`src/rtl/cdb_seq_pkg.sv`:
```
package cdb_seq_pkg;
    typedef enum logic [1:0] {
        ST_IDLE,
        ST_FIRST,
        ST_REST,
        ST_FINISH
    } seq_state_t;

    localparam int GRP_W = 3;
endpackage

```
`src/rtl/cdb_grp_decode.sv`:
```
module cdb_grp_decode #(
    parameter int CNT_W     = 4,
    parameter int LEN_SHORT = 6,
    parameter int LEN_MID   = 10,
    parameter int LEN_LONG  = 12
) (
    input  logic [cdb_seq_pkg::GRP_W-1:0] grp,
    input  logic                          ext_on,
    output logic [CNT_W-1:0]              len,
    output logic                          known
);
    always_comb begin
        len   = CNT_W'(LEN_SHORT);
        known = 1'b0;
        unique case (grp)
            3'd0: begin len = CNT_W'(LEN_SHORT); known = 1'b1; end
            3'd1: begin len = CNT_W'(LEN_MID);   known = 1'b1; end
            3'd2: begin
                len   = ext_on ? CNT_W'(LEN_MID) : CNT_W'(LEN_SHORT);
                known = ext_on;
            end
            3'd5: begin len = CNT_W'(LEN_LONG);  known = 1'b1; end
            default: begin len = CNT_W'(LEN_SHORT); known = 1'b0; end
        endcase
    end
endmodule

```
`src/rtl/cdb_byte_store.sv`:
```
module cdb_byte_store #(
    parameter int DEPTH = 12,
    parameter int IDX_W = 4
) (
    input  logic               clk,
    input  logic               rst_n,
    input  logic               clr,
    input  logic               we,
    input  logic [IDX_W-1:0]   idx,
    input  logic [7:0]         din,
    output logic [DEPTH*8-1:0] flat
);
    for (genvar i = 0; i < DEPTH; i++) begin : g_slot
        logic [7:0] slot_q;
        always_ff @(posedge clk or negedge rst_n) begin
            if (!rst_n)
                slot_q <= '0;
            else if (clr)
                slot_q <= '0;
            else if (we && idx == IDX_W'(i))
                slot_q <= din;
        end
        assign flat[8*i +: 8] = slot_q;
    end

    // a clear empties every slot on the following cycle
    assert_clear_empties_R2: assert property (@(posedge clk) disable iff (!rst_n)
        clr |=> (flat == '0));
endmodule

```
`src/rtl/cdb_len_seq.sv`:
```
module cdb_len_seq #(
    parameter int MAX_BYTES = 12,
    parameter int LEN_SHORT = 6,
    parameter int LEN_MID   = 10,
    parameter int LEN_LONG  = 12,
    localparam int CNT_W    = $clog2(MAX_BYTES + 1)
) (
    input  logic                   clk,
    input  logic                   rst_n,
    input  logic                   start,
    input  logic                   cfg_ext_en,
    input  logic                   cfg_alt_en,
    input  logic                   byte_vld,
    input  logic [7:0]             byte_in,
    output logic                   byte_req,
    output logic [MAX_BYTES*8-1:0] cdb_bytes,
    output logic [CNT_W-1:0]       byte_cnt,
    output logic                   done,
    output logic                   grp_valid
);
    import cdb_seq_pkg::*;

    seq_state_t       state_q, state_d;
    logic [CNT_W-1:0] cnt_q, len_q;
    logic [CNT_W-1:0] cnt_inc;
    logic [CNT_W-1:0] dec_len;
    logic             dec_known;
    logic             valid_q;
    logic             accept;
    logic             last_byte;

    assign cnt_inc   = cnt_q + CNT_W'(1);
    assign accept    = byte_req && byte_vld && !start;
    assign last_byte = (state_q == ST_REST) && (cnt_inc == len_q);

    cdb_grp_decode #(
        .CNT_W(CNT_W), .LEN_SHORT(LEN_SHORT),
        .LEN_MID(LEN_MID), .LEN_LONG(LEN_LONG)
    ) u_decode (
        .grp    (byte_in[7:5]),
        .ext_on (cfg_ext_en | cfg_alt_en),
        .len    (dec_len),
        .known  (dec_known)
    );

    cdb_byte_store #(.DEPTH(MAX_BYTES), .IDX_W(CNT_W)) u_store (
        .clk   (clk),
        .rst_n (rst_n),
        .clr   (start),
        .we    (accept),
        .idx   (cnt_q),
        .din   (byte_in),
        .flat  (cdb_bytes)
    );

    // next-state logic
    always_comb begin
        state_d = state_q;
        unique case (state_q)
            ST_IDLE:   state_d = ST_IDLE;
            ST_FIRST:  if (accept) state_d = ST_REST;
            ST_REST:   if (accept && last_byte) state_d = ST_FINISH;
            ST_FINISH: state_d = ST_IDLE;
        endcase
        if (start) state_d = ST_FIRST;
    end

    // state and datapath registers
    always_ff @(posedge clk or negedge rst_n) begin
        if (!rst_n) begin
            state_q <= ST_IDLE;
            cnt_q   <= '0;
            len_q   <= '0;
            valid_q <= 1'b0;
        end else begin
            state_q <= state_d;
            if (start) begin
                cnt_q   <= '0;
                len_q   <= '0;
                valid_q <= 1'b0;
            end else if (accept) begin
                cnt_q <= cnt_inc;
                if (state_q == ST_FIRST) begin
                    len_q   <= dec_len;
                    valid_q <= dec_known;
                end
            end
        end
    end

    // outputs decoded from state
    always_comb begin
        byte_req = 1'b0;
        done     = 1'b0;
        unique case (state_q)
            ST_IDLE:   ;
            ST_FIRST:  byte_req = 1'b1;
            ST_REST:   byte_req = 1'b1;
            ST_FINISH: done     = 1'b1;
        endcase
    end

    assign byte_cnt  = cnt_q;
    assign grp_valid = valid_q;

    // completion lasts a single cycle
    assert_done_pulse_R8: assert property (@(posedge clk) disable iff (!rst_n)
        done |=> !done);

    // completion only follows an accepted byte, and request is down
    assert_done_after_accept_R8: assert property (@(posedge clk) disable iff (!rst_n)
        done |-> ($past(byte_req && byte_vld) && !byte_req));

    // count never runs past the buffer
    assert_cnt_bound_R7: assert property (@(posedge clk) disable iff (!rst_n)
        byte_cnt <= CNT_W'(MAX_BYTES));

    // bytes offered without a request leave state untouched
    assert_ignore_unrequested_R9: assert property (@(posedge clk) disable iff (!rst_n)
        (byte_vld && !byte_req && !start) |=> ($stable(byte_cnt) && $stable(cdb_bytes)));

    // start clears status and count, then requests
    assert_start_clears_R2: assert property (@(posedge clk) disable iff (!rst_n)
        start |=> (byte_cnt == '0 && !grp_valid && byte_req));
endmodule

```
`config.mk`:
```
export PLATFORM = sky130hd
export DESIGN_NAME = cdb_len_seq
export DESIGN_NICKNAME = d
export VERILOG_FILES = /design/src/rtl/cdb_seq_pkg.sv /design/src/rtl/cdb_grp_decode.sv /design/src/rtl/cdb_byte_store.sv /design/src/rtl/cdb_len_seq.sv
export SDC_FILE = /design/constraint.sdc
export NUM_CORES = 1
export LEC_CHECK = 0
export BUFFER_PORTS_ARGS = -buffer_cell sky130_fd_sc_hd__buf_4
export CAP_MARGIN = 20
export CORE_UTILIZATION = 40
export CTS_BUF_LIST = sky130_fd_sc_hd__clkbuf_8
export DETAILED_ROUTE_END_ITERATION = 10
export GPL_ROUTABILITY_DRIVEN = 0
export PLACE_DENSITY = 0.74
export SETUP_SLACK_MARGIN = 0.5
export SLEW_MARGIN = 20
export SYNTH_ARGS = -nofsm -noshare
export SYNTH_HDL_FRONTEND = slang
export SYNTH_SLANG_ARGS = --single-unit
```
`constraint.sdc`:
```
create_clock -name clk -period 2.19 [get_ports clk]
set_input_delay 0.219 -clock clk [delete_from_list [all_inputs] [get_ports clk]]
set_output_delay 0.219 -clock clk [all_outputs]
set_load 0.01 [all_outputs]
```
======== After elaboration in Yosys (flattened, before gate mapping) ========
Index checks and enable logic that the tools add are counted.
storage, ports and cells
  register bits after elaboration ......... 107
  bits in latches ......................... 0
  memory bits (writable) .................. 0
  memory bits (read-only) ................. 0
  output and inout bits ................... 103
  logic and storage cells ................. 118
  memories ................................ 0
cells by class
  $add $sub $neg .......................... 1
  $mul .................................... 0
  divide/modulo/power cells ............... 0
  magnitude comparators ................... 0
  eq/ne operators ......................... 20
  shift operators ......................... 0
  mux-type cells .......................... 41
  bitwise logic cells ..................... 1
  reductions and logical operators ........ 39
operators with widths
  cell                                                                    count
  8-bit 2-to-1 mux                                                        24
  2-bit nonzero test                                                      14
  4-bit 2-to-1 mux                                                        6
  4-bit by 3-bit equality test with 1-bit output (second input constant)  4
  4-bit equality test (second input constant)                             4
  1-bit logical AND                                                       16
  4-bit one-hot mux with 3 select lines                                   1
  4-bit by 2-bit equality test with 1-bit output (second input constant)  2
  2-bit 2-to-1 mux                                                        3
  2-bit one-hot mux with 3 select lines                                   1
  1-bit 2-to-1 mux                                                        5
  4-bit by 1-bit adder with 4-bit output (second input constant)          1
  2-bit equality test (second input constant)                             2
  4-bit by 1-bit equality test with 1-bit output (second input constant)  1
  4-bit equality test                                                     1
  4-bit zero test                                                         1
  2-bit AND reduction                                                     2
  2-bit OR reduction                                                      2
  3-bit by 1-bit equality test with 1-bit output (second input constant)  1
  3-bit by 2-bit equality test with 1-bit output (second input constant)  1
  3-bit equality test (second input constant)                             1
  3-bit zero test                                                         1
  3-bit by 2-bit != test with 1-bit output (second input constant)        1
  3-bit != test (second input constant)                                   1
  other kinds (6)                                                         6

======== Longest topological paths before layout ========
  depth in word-level cells ............... 9
  gate-level depth with buffers ........... 8
  mapped depth without buffers ............ 6

======== Hierarchy ========
A second synthesis with hierarchy kept.
unflattened totals
  cell total of the unflattened synthesis .. 415
  area, all modules ....................... 4953.5 µm²
by module, submodules not included
  module          instances  cells an instance  area each (µm²)  seq. area each (µm²)
  cdb_byte_store  1          339                4262.8           2402.3
  cdb_len_seq     1          66                 628.1            275.3
  cdb_grp_decode  1          10                 62.6             0.0

======== Worst setup path before layout ========
OpenSTA, ideal clock, no wires.
  path kind ............................... register to register
  start ................................... reg cnt_q[0], in the netlist byte_cnt[0]
  end ..................................... reg state_q[1]
  setup time .............................. 0.128 ns
  data arrival time ....................... 1.711 ns
  setup slack ............................. 0.351 ns
  cell stages (with the launch flop) ...... 7
  clock period less this slack ............ 1.839 ns
  cells stage by stage .................... dfrtp_1 > inv_1 > ha_1 > xor2_1 > nor3_1 > a311oi_2 > mux2_1
between the ends
  longest elaborated chain between the ends .. 6
ends and longest elaborated chain
  item                                                       line               source
  from (decl)                                                cdb_len_seq.sv:24  logic [CNT_W-1:0] cnt_q, len_q;
  from (signal assigned)                                     cdb_len_seq.sv:82  cnt_q <= cnt_inc;
  4-bit by 1-bit adder with 4-bit output                     cdb_len_seq.sv:32  assign cnt_inc = cnt_q + CNT_W'(1);
  4-bit equality test                                        cdb_len_seq.sv:34  assign last_byte = (state_q == ST_REST) && (cnt_inc == len_q);
  1-bit logical AND                                          cdb_len_seq.sv:34
  1-bit logical AND                                          cdb_len_seq.sv:62  ST_REST: if (accept && last_byte) state_d = ST_FINISH;
  3-bit by 2-bit != test with 1-bit output (no source line)  --
  2-bit AND reduction (no source line)                       --
  to (signal assigned)                                       cdb_len_seq.sv:76  state_q <= state_d;
  to (decl)                                                  cdb_len_seq.sv:23  seq_state_t state_q, state_d;
Every way passes these cells.
A chain may end at the register's enable or synchronous reset.

======== Worst setup path after layout ========
  start ................................... reg cnt_q[1], in the netlist byte_cnt[1]
  end ..................................... reg state_q[1]
The elaborated chain is that of the path after synthesis.

==> results_dict.tcl <==
set metrics [dict create \
    crit_start "byte_cnt[1]" \
    rsz0062_at_grt "yes" \
    violations "design-rule violations" \
    maxCapViolCount 0 \
    cts_max_level 3 \
    synth.most_common_cell "dfrtp_1" \
    clkSinkCount 106 \
    antenna_found_initial 0 \
    remaining_drc_errors 16 \
    ys_ff_latch 106 \
    crit_required_ns 2.44 \
    syn_area_per_cell_um2 11.2 \
    crit_fanout 5 \
    hold_viol_final 0 \
    status "complete, but fails checks" \
    place_hpwl_um 8330 \
    synth_top_cell_area_share_pct 55.8 \
    yosysUniqueCellTypes 40 \
    r2r_start "byte_cnt[1]" \
    tightest_slew_ns 0.589 \
    finClkSkew_ns 0.00984 \
    min-delay-start "start" \
    ant_nets 0 \
    numPortBuffers 116 \
    cts_tree "done" \
    ys_async_sr_fraction_pct 100 \
    io_pins 117 \
    ys.flop_type "dfrtp_1" \
    clk_latency_ns 0.36 \
    critPathCaptureType "flip-flop" \
    yosysWarnings 0 \
    ys_seq_area_share_pct 55.8 \
    cts_max_path_buffers 2 \
    grt_pass1_vias 3553 \
    grt_pass1_wl_um 20000 \
    row_count 39 \
    synthTopCellsByArea "dfrtp_1, mux2i_1, nor2_1, a21oi_1, ha_1" \
    power_density_nw_per_um2 728 \
    yosysTopAreaCell "dfrtp_1" \
    antennaDiodeCount 0 \
    hold_class "input port to flip-flop" \
    slowest_delay_ns 0.42 \
    worstSetupStartpointType "flip-flop" \
    die_h_um 111 \
    synth_edf_count 0 \
    avgViaCountPerCell 5.07 \
    dr.pass1.iters 8 \
    drt_iter0_markers 258 \
    worstSetupPathType "flip-flop to flip-flop" \
    track_usage_pct 21.1 \
    routed_wl_um 12600 \
    relSlewSlack_pct 60.7 \
    n_fill_cell 964 \
    layout_min_cycle_time_ns 1.80 \
    final_net_count 573 \
    p_leak_nw 3.43 \
    drv_slew 0 \
    fmax_mhz 554 \
    wire_per_inst_um 18.0 \
    core_um2 11500 \
    path_cells "inv_2 > ha_1 > xor2_1 > nor3_2 > a311oi_2 > mux2_1" \
    area_delta_synth_final_pct 33.2 \
    vias 3542 \
    critPathArrivalTime_ns 2.05 \
    worst_slack_ns 0.386 \
    drive_gt1_share_pct 36.7 \
    gr-total-overflow 0 \
    pre_cts_ws_ns 0.135 \
    final.period_utilization_pct 82.4 \
    root_buffer "clkbuf_8" \
    die_w_um 111 \
    total_power_mw 4.61 \
    dieArea_um2 12300 \
    synth_common_cells "dfrtp_1, nor2_1, mux2i_1" \
    grt_max_degree 60 \
    numCtsBuffers 9 \
    finalSetupViolCount 0 \
    syn_nets 447 \
    synth_area_um2 4760 \
    ir_drop_mv 0.397 \
    cts.clk_slew.worst_paths_ns 0.10 \
    cp_slowest_cell "dfrtp_2" \
    setup_tns_ns 0 \
    start_util_pct 41.3 \
    postSynthCellCount 425 \
]
-- metrics by stage --
step,std cells,area [µm²],hold WS (ns),utilization (%)
after floorplan,425,4770,-0.0766,-
after global placement,666,5770,0.244,50.1
after detailed placement,666,5770,0.260,50.1
after CTS,695,6170,0.168,53.6
after global routing,699,6330,0.200,55.0
final,699,6330,0.209,55.0
-- routing by layer --
metal | track usage (%) | vias to the layer above | routed length [µm]
met5 | 0 | - | 0
met4 | 5.86 | 0 | 153
met3 | 4.05 | 11 | 705
met2 | 33.9 | 111 | 5980
met1 | 29.2 | 1755 | 5770
li1 | - | 1665 | -
-- critical path: cells and delay by family, from the launching register on --
family          cells  cell delay, ns
buf+inv             1            0.06
simple gates        1            0.06
xor+xnor            1            0.20
flops               1            0.42
compound gates      1            0.28
mux                 1            0.35
fa+ha+maj           1            0.33
-- area by class of cell --
type	instances	area (µm²)	share of cell area [%]
multi-input combinational	281	2100	33.2
clock inverter	7	76.3	1.20
tap	143	179	2.82
inverter	6	22.5	0.356
timing repair buffer	147	1170	18.5
sequential	106	2660	42.0
clock buffer	9	124	1.96
-- worst paths after layout --
check,to,slack (ns),cells after the start
max in group asynchronous,u_store.g_slot[2].slot_q[0],1.08,3
hold reg to reg,u_store.g_slot[6].slot_q[0],0.53,2
setup / recovery,state_q[1],0.39,6
min in group asynchronous,u_store.g_slot[8].slot_q[4],0.40,2
setup reg to reg,state_q[1],0.39,6
hold / removal,u_store.g_slot[7].slot_q[6],0.21,2
-- where the power goes --
group / internal, mW / switching [mW] / total (mW)
registers: 2.04 / 0.0739 / 2.11
clock network: 0.538 / 0.690 / 1.23
logic: 0.573 / 0.699 / 1.27
-- kinds of logic (layout without fill, tap and decap cells) --
group | count (synthesis) | in the layout | share of synthesized area, %
simple gates | 158 | 158 | 16.0
buf+inv | 38 | 169 | 4.08
mux | 82 | 82 | 17.3
flops | 106 | 106 | 55.8
fa+ha+maj | 8 | 8 | 2.10
compound gates | 25 | 25 | 3.13
xor+xnor | 8 | 8 | 1.63
-- state kept, by name, indices dropped and copies added, names as in the netlist --
register,flops
u_store.g_slot.slot_q,96
byte_cnt,4
len_q,3
state_q,2
grp_valid,1
-- cells in the final DEF, fill, tap and decap left out, types with 2 or more instances in the layout --
master and n:
inv_1 3, nor3_1 2, nor2_4 2, nand3_1 16, nand3_2 2, nand2_8 3, a21oi_2 2, mux2i_1 79
nand2_1 21, nand4_4 4, dfrtp_1 102, ha_1 6, buf_4 135, nor2b_2 3, xnor2_1 4, dfrtp_2 4
clkinvlp_4 2, inv_2 3, inv_6 2, clkbuf_8 9, nor2_1 92, xor2_1 3, mux2i_2 2, buf_6 8
a21oi_1 18, buf_12 3, nor2b_4 2, nand3_4 2
-- what timing repair did --
item                                   CTS  global route
endpoints found under the hold margin   40             0
hold buffers                             1             0
pin swaps                                6            10
resized for setup                       23            27
buffers inserted                        12             4
setup endpoints to repair               91            84
(Power assumes the default switching activity.)
